### config.mk
export PLATFORM = sky130hd
export DESIGN_NAME = hsu_irq_ctrl
export DESIGN_NICKNAME = d
export VERILOG_FILES = /design/src/rtl/hsu_irq_pkg.sv /design/src/rtl/hsu_irq_ctrlreg.sv /design/src/rtl/hsu_irq_txreq.sv /design/src/rtl/hsu_irq_status.sv /design/src/rtl/hsu_irq_ctrl.sv
export SDC_FILE = /design/constraint.sdc
export NUM_CORES = 1
export LEC_CHECK = 0
export ABC_CLOCK_PERIOD_IN_PS = 2500
export BUFFER_PORTS_ARGS = -buffer_cell sky130_fd_sc_hd__buf_4
export CORE_MARGIN = 1
export CORE_UTILIZATION = 45
export CTS_BUF_LIST = sky130_fd_sc_hd__clkbuf_2
export CTS_CLUSTER_DIAMETER = 80
export DETAILED_ROUTE_END_ITERATION = 7
export PLACE_DENSITY_LB_ADDON = 0.08
export SYNTH_ARGS = -nofsm -noshare
export SYNTH_HDL_FRONTEND = slang
export SYNTH_HIERARCHICAL = 1
export SYNTH_SLANG_ARGS = --single-unit
### constraint.sdc
create_clock -name clk -period 2.5 [get_ports clk]
set_input_delay 0.75 -clock clk [delete_from_list [all_inputs] [get_ports clk]]
set_output_delay 0.75 -clock clk [all_outputs]
set_load 0.01 [all_outputs]
### src/rtl/hsu_irq_pkg.sv
package hsu_irq_pkg;

   localparam int STAT_W    = 7;
   localparam int ST_TXREQ  = 0;
   localparam int ST_RXTRIG = 1;
   localparam int ST_RXTMO  = 2;
   localparam int ST_FRAME  = 3;
   localparam int ST_BRK    = 4;
   localparam int ST_OVR    = 5;
   localparam int ST_SWSET  = 6;

   localparam int CT_THR_LO = 0;
   localparam int CT_THR_HI = 1;
   localparam int CT_TXEN   = 5;
   localparam int CT_RXEN   = 6;
   localparam int CT_ERREN  = 7;
   localparam int CT_BRK    = 8;
   localparam int CTRL_MIN_W = CT_BRK + 1;

   typedef enum logic [1:0] {
      GRP_TX  = 2'd0,
      GRP_RX  = 2'd1,
      GRP_ERR = 2'd2
   } irq_grp_e;

   function automatic int grp_of(input int bit_idx);
      case (bit_idx)
         ST_TXREQ, ST_SWSET:   return int'(GRP_TX);
         ST_RXTRIG, ST_RXTMO:  return int'(GRP_RX);
         default:              return int'(GRP_ERR);
      endcase
   endfunction

   function automatic int thr_chars(input logic [1:0] code);
      case (code)
         2'd0:    return 0;
         2'd1:    return 4;
         2'd2:    return 8;
         default: return 16;
      endcase
   endfunction

   function automatic logic [CTRL_MIN_W-1:0] ctrl_keep_mask();
      logic [CTRL_MIN_W-1:0] m;
      m = '0;
      m[CT_THR_LO] = 1'b1;
      m[CT_THR_HI] = 1'b1;
      m[CT_TXEN]   = 1'b1;
      m[CT_RXEN]   = 1'b1;
      m[CT_ERREN]  = 1'b1;
      m[CT_BRK]    = 1'b1;
      return m;
   endfunction

endpackage

### src/rtl/hsu_irq_ctrlreg.sv
module hsu_irq_ctrlreg
   import hsu_irq_pkg::*;
#(
   parameter int CTRL_W = 9
) (
   input  logic              clk,
   input  logic              rst_n,
   input  logic              wr_i,
   input  logic [CTRL_W-1:0] wdata_i,
   output logic [CTRL_W-1:0] ctrl_o,
   output logic [1:0]        thr_code_o,
   output logic [2:0]        grp_en_o,
   output logic              brk_o
);

   localparam logic [CTRL_W-1:0] KEEP = CTRL_W'(ctrl_keep_mask());

   logic [CTRL_W-1:0] ctrl_q;

   always_ff @(posedge clk or negedge rst_n) begin
      if (!rst_n)    ctrl_q <= '0;
      else if (wr_i) ctrl_q <= wdata_i & KEEP;
   end

   assign ctrl_o     = ctrl_q;
   assign thr_code_o = ctrl_q[CT_THR_HI:CT_THR_LO];
   assign grp_en_o[int'(GRP_TX)]  = ctrl_q[CT_TXEN];
   assign grp_en_o[int'(GRP_RX)]  = ctrl_q[CT_RXEN];
   assign grp_en_o[int'(GRP_ERR)] = ctrl_q[CT_ERREN];
   assign brk_o      = ctrl_q[CT_BRK];

   // break output follows the written break bit
   assert_break_follows_R9: assert property (@(posedge clk) disable iff (!rst_n)
      wr_i |=> (brk_o == $past(wdata_i[CT_BRK])));

   // a cycle without a write keeps the control value
   assert_ctrl_hold_R10: assert property (@(posedge clk) disable iff (!rst_n)
      !wr_i |=> $stable(ctrl_o));

endmodule

### src/rtl/hsu_irq_txreq.sv
module hsu_irq_txreq
   import hsu_irq_pkg::*;
#(
   parameter int LVL_W      = 8,
   parameter int FIFO_DEPTH = 64
) (
   input  logic             clk,
   input  logic             rst_n,
   input  logic [LVL_W-1:0] level_i,
   input  logic [1:0]       thr_code_i,
   output logic             tx_ev_o
);

   localparam int CW = LVL_W + 1;

   if (FIFO_DEPTH <= 16) begin : g_chk_depth
      $error("FIFO_DEPTH must exceed the largest threshold");
   end
   if ((1 << LVL_W) <= FIFO_DEPTH) begin : g_chk_lvl
      $error("LVL_W too narrow for FIFO_DEPTH");
   end

   logic [CW-1:0] thr_w;
   logic          below;
   logic          below_q;

   assign thr_w = CW'(thr_chars(thr_code_i));
   assign below = ({1'b0, level_i} <= thr_w);

   // reset to 'below' so that an empty FIFO after reset raises no request
   always_ff @(posedge clk or negedge rst_n) begin
      if (!rst_n) below_q <= 1'b1;
      else        below_q <= below;
   end

   assign tx_ev_o = below & ~below_q;

   // a crossing is an edge and cannot repeat in the next cycle
   assert_txreq_edge_R5: assert property (@(posedge clk) disable iff (!rst_n)
      tx_ev_o |=> !tx_ev_o);

endmodule

### src/rtl/hsu_irq_status.sv
module hsu_irq_status
   import hsu_irq_pkg::*;
(
   input  logic              clk,
   input  logic              rst_n,
   input  logic [STAT_W-1:0] ev_i,
   input  logic              clr_we_i,
   input  logic [STAT_W-1:0] clr_i,
   output logic [STAT_W-1:0] stat_o
);

   for (genvar gi = 0; gi < STAT_W; gi++) begin : g_bit
      logic bit_q;

      always_ff @(posedge clk or negedge rst_n) begin
         if (!rst_n)                        bit_q <= 1'b0;
         else if (ev_i[gi])                 bit_q <= 1'b1;
         else if (clr_we_i && clr_i[gi])    bit_q <= 1'b0;
      end

      assign stat_o[gi] = bit_q;

      // event beats a same-cycle clear
      assert_event_wins_R4: assert property (@(posedge clk) disable iff (!rst_n)
         ev_i[gi] |=> stat_o[gi]);

      // a clear without an event empties the bit
      assert_w1c_R3: assert property (@(posedge clk) disable iff (!rst_n)
         (clr_we_i && clr_i[gi] && !ev_i[gi]) |=> !stat_o[gi]);

      // sticky when neither event nor clear
      assert_sticky_R2: assert property (@(posedge clk) disable iff (!rst_n)
         (!ev_i[gi] && !(clr_we_i && clr_i[gi])) |=> $stable(stat_o[gi]));
   end

endmodule

### src/rtl/hsu_irq_ctrl.sv
module hsu_irq_ctrl
   import hsu_irq_pkg::*;
#(
   parameter int CTRL_W     = 9,
   parameter int LVL_W      = 8,
   parameter int FIFO_DEPTH = 64,
   parameter bit IRQ_REG    = 1'b0
) (
   input  logic              clk,
   input  logic              rst_n,
   input  logic              stat_wr_i,
   input  logic              ctrl_wr_i,
   input  logic              swset_i,
   input  logic [CTRL_W-1:0] wdata_i,
   input  logic              ev_rx_trig_i,
   input  logic              ev_rx_tmo_i,
   input  logic              ev_frame_i,
   input  logic              ev_brk_i,
   input  logic              ev_ovr_i,
   input  logic [LVL_W-1:0]  tx_level_i,
   output logic [STAT_W-1:0] status_o,
   output logic [CTRL_W-1:0] ctrl_o,
   output logic              irq_o,
   output logic              brk_o
);

   if (CTRL_W < CTRL_MIN_W) begin : g_chk_ctrl
      $error("CTRL_W too narrow for the control fields");
   end

   logic [1:0]        thr_code;
   logic [2:0]        grp_en;
   logic              tx_ev;
   logic [STAT_W-1:0] ev_vec;
   logic [STAT_W-1:0] masked;
   logic              irq_c;

   hsu_irq_ctrlreg #(.CTRL_W(CTRL_W)) u_ctrl (
      .clk        (clk),
      .rst_n      (rst_n),
      .wr_i       (ctrl_wr_i),
      .wdata_i    (wdata_i),
      .ctrl_o     (ctrl_o),
      .thr_code_o (thr_code),
      .grp_en_o   (grp_en),
      .brk_o      (brk_o)
   );

   hsu_irq_txreq #(.LVL_W(LVL_W), .FIFO_DEPTH(FIFO_DEPTH)) u_txreq (
      .clk        (clk),
      .rst_n      (rst_n),
      .level_i    (tx_level_i),
      .thr_code_i (thr_code),
      .tx_ev_o    (tx_ev)
   );

   always_comb begin
      ev_vec            = '0;
      ev_vec[ST_TXREQ]  = tx_ev;
      ev_vec[ST_RXTRIG] = ev_rx_trig_i;
      ev_vec[ST_RXTMO]  = ev_rx_tmo_i;
      ev_vec[ST_FRAME]  = ev_frame_i;
      ev_vec[ST_BRK]    = ev_brk_i;
      ev_vec[ST_OVR]    = ev_ovr_i;
      ev_vec[ST_SWSET]  = swset_i;
   end

   hsu_irq_status u_stat (
      .clk      (clk),
      .rst_n    (rst_n),
      .ev_i     (ev_vec),
      .clr_we_i (stat_wr_i),
      .clr_i    (wdata_i[STAT_W-1:0]),
      .stat_o   (status_o)
   );

   for (genvar gi = 0; gi < STAT_W; gi++) begin : g_mask
      localparam int GRP = grp_of(gi);
      assign masked[gi] = status_o[gi] & grp_en[GRP];
   end

   assign irq_c = |masked;

   if (IRQ_REG) begin : g_irq_reg
      logic irq_q;
      always_ff @(posedge clk or negedge rst_n) begin
         if (!rst_n) irq_q <= 1'b0;
         else        irq_q <= irq_c;
      end
      assign irq_o = irq_q;
   end else begin : g_irq_comb
      assign irq_o = irq_c;
   end

   // with the error enable clear, error bits alone cannot raise the line
   assert_err_gate_R8: assert property (@(posedge clk) disable iff (!rst_n)
      (!ctrl_o[CT_ERREN] && !ctrl_o[CT_TXEN] && !ctrl_o[CT_RXEN]) |-> !irq_c);

endmodule

==> metrics.yaml <==
placed_design:
  dp.final_hpwl_um: 1170
  dp.cells: 112
  preCtsSetupSlack_ns: 0.361
  gp_routability_congestion: 0.829
  place_area_um2: 995
  io_buffers: 41
timing:
  period_share_pct: 80.1
  min_period_ns: 2.00
  slew_viol_final: 0
  timing.clock.skew_ns: 0.000155
  fin_worst_hold_slack_ns: 0.291
  fin_tns_setup_ns: 0
  setup_slack_ns: 0.498
  hold_viol_final: 0
  fmaxAchievable_mhz: 500
  rsz_0062_raised_after_global_routing: "no"
  finalSetupViolCount: 0
run_status:
  outcome: "finished with violations"
  violations: "design-rule violations"
flow_run:
  number_of_max_cap_violations: 0
floorplanning:
  core_region_area_mm2: 0.00158
  floorplan.die.width_um: 43.9
  pin_count: 45
  die_height_um: 43.9
  start_util_pct: 50.2
  floorplan.rows: 14
  die-area_mm2: 0.00193
routing:
  postRouteAntennaNets: 0
  post-route-drc-count: 1
  wirelength_um: 1490
  drt_iter0_drcs: 5
  viasPerCell: 4.86
  drt_first_pass_iters: 7
  via_count: 564
  routed_len_inst_um: 12.8
power_and_ir_drop:
  finalPower_mw: 0.510
  vdd.ir_drop.worst_mv: 0.312
  power.density_cell_area_mw_per_mm2: 503
  power_leakage_nw: 0.522
clock_tree:
  ctsLongestPathBuffers: 2
  clk_pin_slew_worst_paths_ns: 0.15
  h-tree-depth: 1
  cts_inserted_buffers: 3
  cts_root_buf: "clkbuf_2"
  cts-hold-fix-buffers: 0
  clock_latency_ns: 0.27
  number_of_gates_resized_after_cts: 0
  tritoncts: "built"
  cts_setup_buffers: 0
  clock_sink_count: 14
grt:
  grt_first_pass_wirelength_um: 2440
  grt_antenna_before_repair: 0
  grt_overflow_total: 0
  vias_in_the_first_global_route: 585
  largest_net_degree_at_the_start_of_global_routing: 15
  global_route.usage.total_pct: 17.7
yosys:
  number_of_flops_mapped_to_enable_cells_by_yosys: 0
  syn-cell-area_um2: 791
  synth_warnings: 6
  yosys.cell_types.count: 19
  syn_avg_cell_area_um2: 11.3
  ys_seq_area_share_pct: 44.5
  synth-main-ff-cell: "dfrtp_1"
  synth_cells: 70
  ys_async_sr_fraction_pct: 100
  ys_ff_latch: 14
hold_path:
  worst_hold_path_type: "in2async"
finish:
  final.fill_count: 143
  syn_to_final_growth_pct: 28.2
  fin_nets: 131
  diode_insertion_count_for_antenna_repair: 0
  fin_util_pct: 64.3
  design_area_mm2: 0.00101
  stdcell_count: 116
  layout-drive-gt1-share_pct: 53.0
setup_path:
  worst_r2r_path_depth: 5
  cp_max_fo: 3
  critical_path.slowest_cell: "dfrtp_1"
  data_arrival_time_of_the_worst_path_ns: 1.25
  critical_path.max_stage_delay_ns: 0.43
  rr_endpoint: "u_txreq/below_q"
  timing.critical_path.required_ns: 1.75
  worst_setup_path_start_kind: "flip-flop"
  critPathKind: "reg2out"
  worst-r2r-setup-slack_ns: 0.67
  path_cells: "o31ai_1, nand3_1, buf_4"
  cp-end-kind: "primary output"
  worstReg2RegStart: "u_ctrl/ctrl_o[0]"
## report_power, final
group | leakage [nW] | internal (mW) | switching [mW]
logic | 0.354 | 0.0832 | 0.0529
clock network | 0.0140 | 0.0348 | 0.0762
registers | 0.154 | 0.246 | 0.0169
total | 0.522 | 0.364 | 0.146
## sequential cells by signal, summed over array words and instances, names as in the netlist
signal              flops
u_ctrl/ctrl_o           6
u_txreq/below_q         1
u_stat/g_bit.bit_q      7
## placed cells by master (no fill, tap or decap), types with 2 or more instances in the layout
master	count
a21o_1	7
a21oi_1	2
buf_4	41
clkbuf_2	3
conb_1	3
dfrtp_1	13
ha_1	3
mux2_4	6
nand2_1	9
o21ai_0	3
## area by class of cell
type / count / area [um2] / area share, %
Clock buffer: 3 / 15.0 / 1.48
Clock inverter: 1 / 3.75 / 0.370
Inverter: 1 / 3.75 / 0.370
Multi-Input combinational cell: 40 / 312 / 30.7
Sequential cell: 14 / 352 / 34.7
Tap cell: 16 / 20.0 / 1.98
Timing Repair Buffer: 41 / 308 / 30.4
## logic make-up (layout without fill, tap and decap cells)
| group | after synthesis | after routing | synth area share [%] |
|---|---|---|---|
| compound gates | 14 | 14 | 12.7 |
| flops | 14 | 14 | 44.5 |
| other cells | 1 | 3 | 0.474 |
| mux | 6 | 6 | 11.4 |
| fa+ha+maj | 3 | 3 | 4.75 |
| simple gates | 14 | 14 | 9.18 |
| buf+inv | 18 | 46 | 17.1 |
## worst max-delay path by stage
stage,startpoint,to,slack [ns],depth (start not counted)
after floorplan,tx_level_i[4],u_txreq/below_q,0.52,4
after global placement,tx_level_i[4],u_txreq/below_q,0.38,5
after detailed placement,tx_level_i[4],u_txreq/below_q,0.36,5
after CTS,u_stat/g_bit[3].bit_q,irq_o,0.48,3
after global routing,u_stat/g_bit[4].bit_q,irq_o,0.44,3
final,u_stat/g_bit[3].bit_q,irq_o,0.50,3
## critical path: cells and delay by family, from the launching register on
family	cells	cell delay, ns
compound gates	1	0.28
flops	1	0.43
buf+inv	1	0.16
simple gates	1	0.12
## metal layers
metal / vias up / track usage [%] / routed length, um
met4: 0 / 9.09 / 19
met2: 24 / 30.4 / 723
met5: - / 0 / 0
li1: 282 / - / -
met1: 256 / 21.3 / 646
met3: 2 / 2.50 / 96
## cell usage after synthesis (2+ instances only)
master    n  share of area, %
a21o_1    7               6.6
buf_4    16                15
mux2_4    6                11
ha_1      3               4.7
dfrtp_1  13                41
a21oi_1   2               1.3
nand2_1   9               4.3
o21ai_0   3               1.9
(Power assumes the default switching activity.)
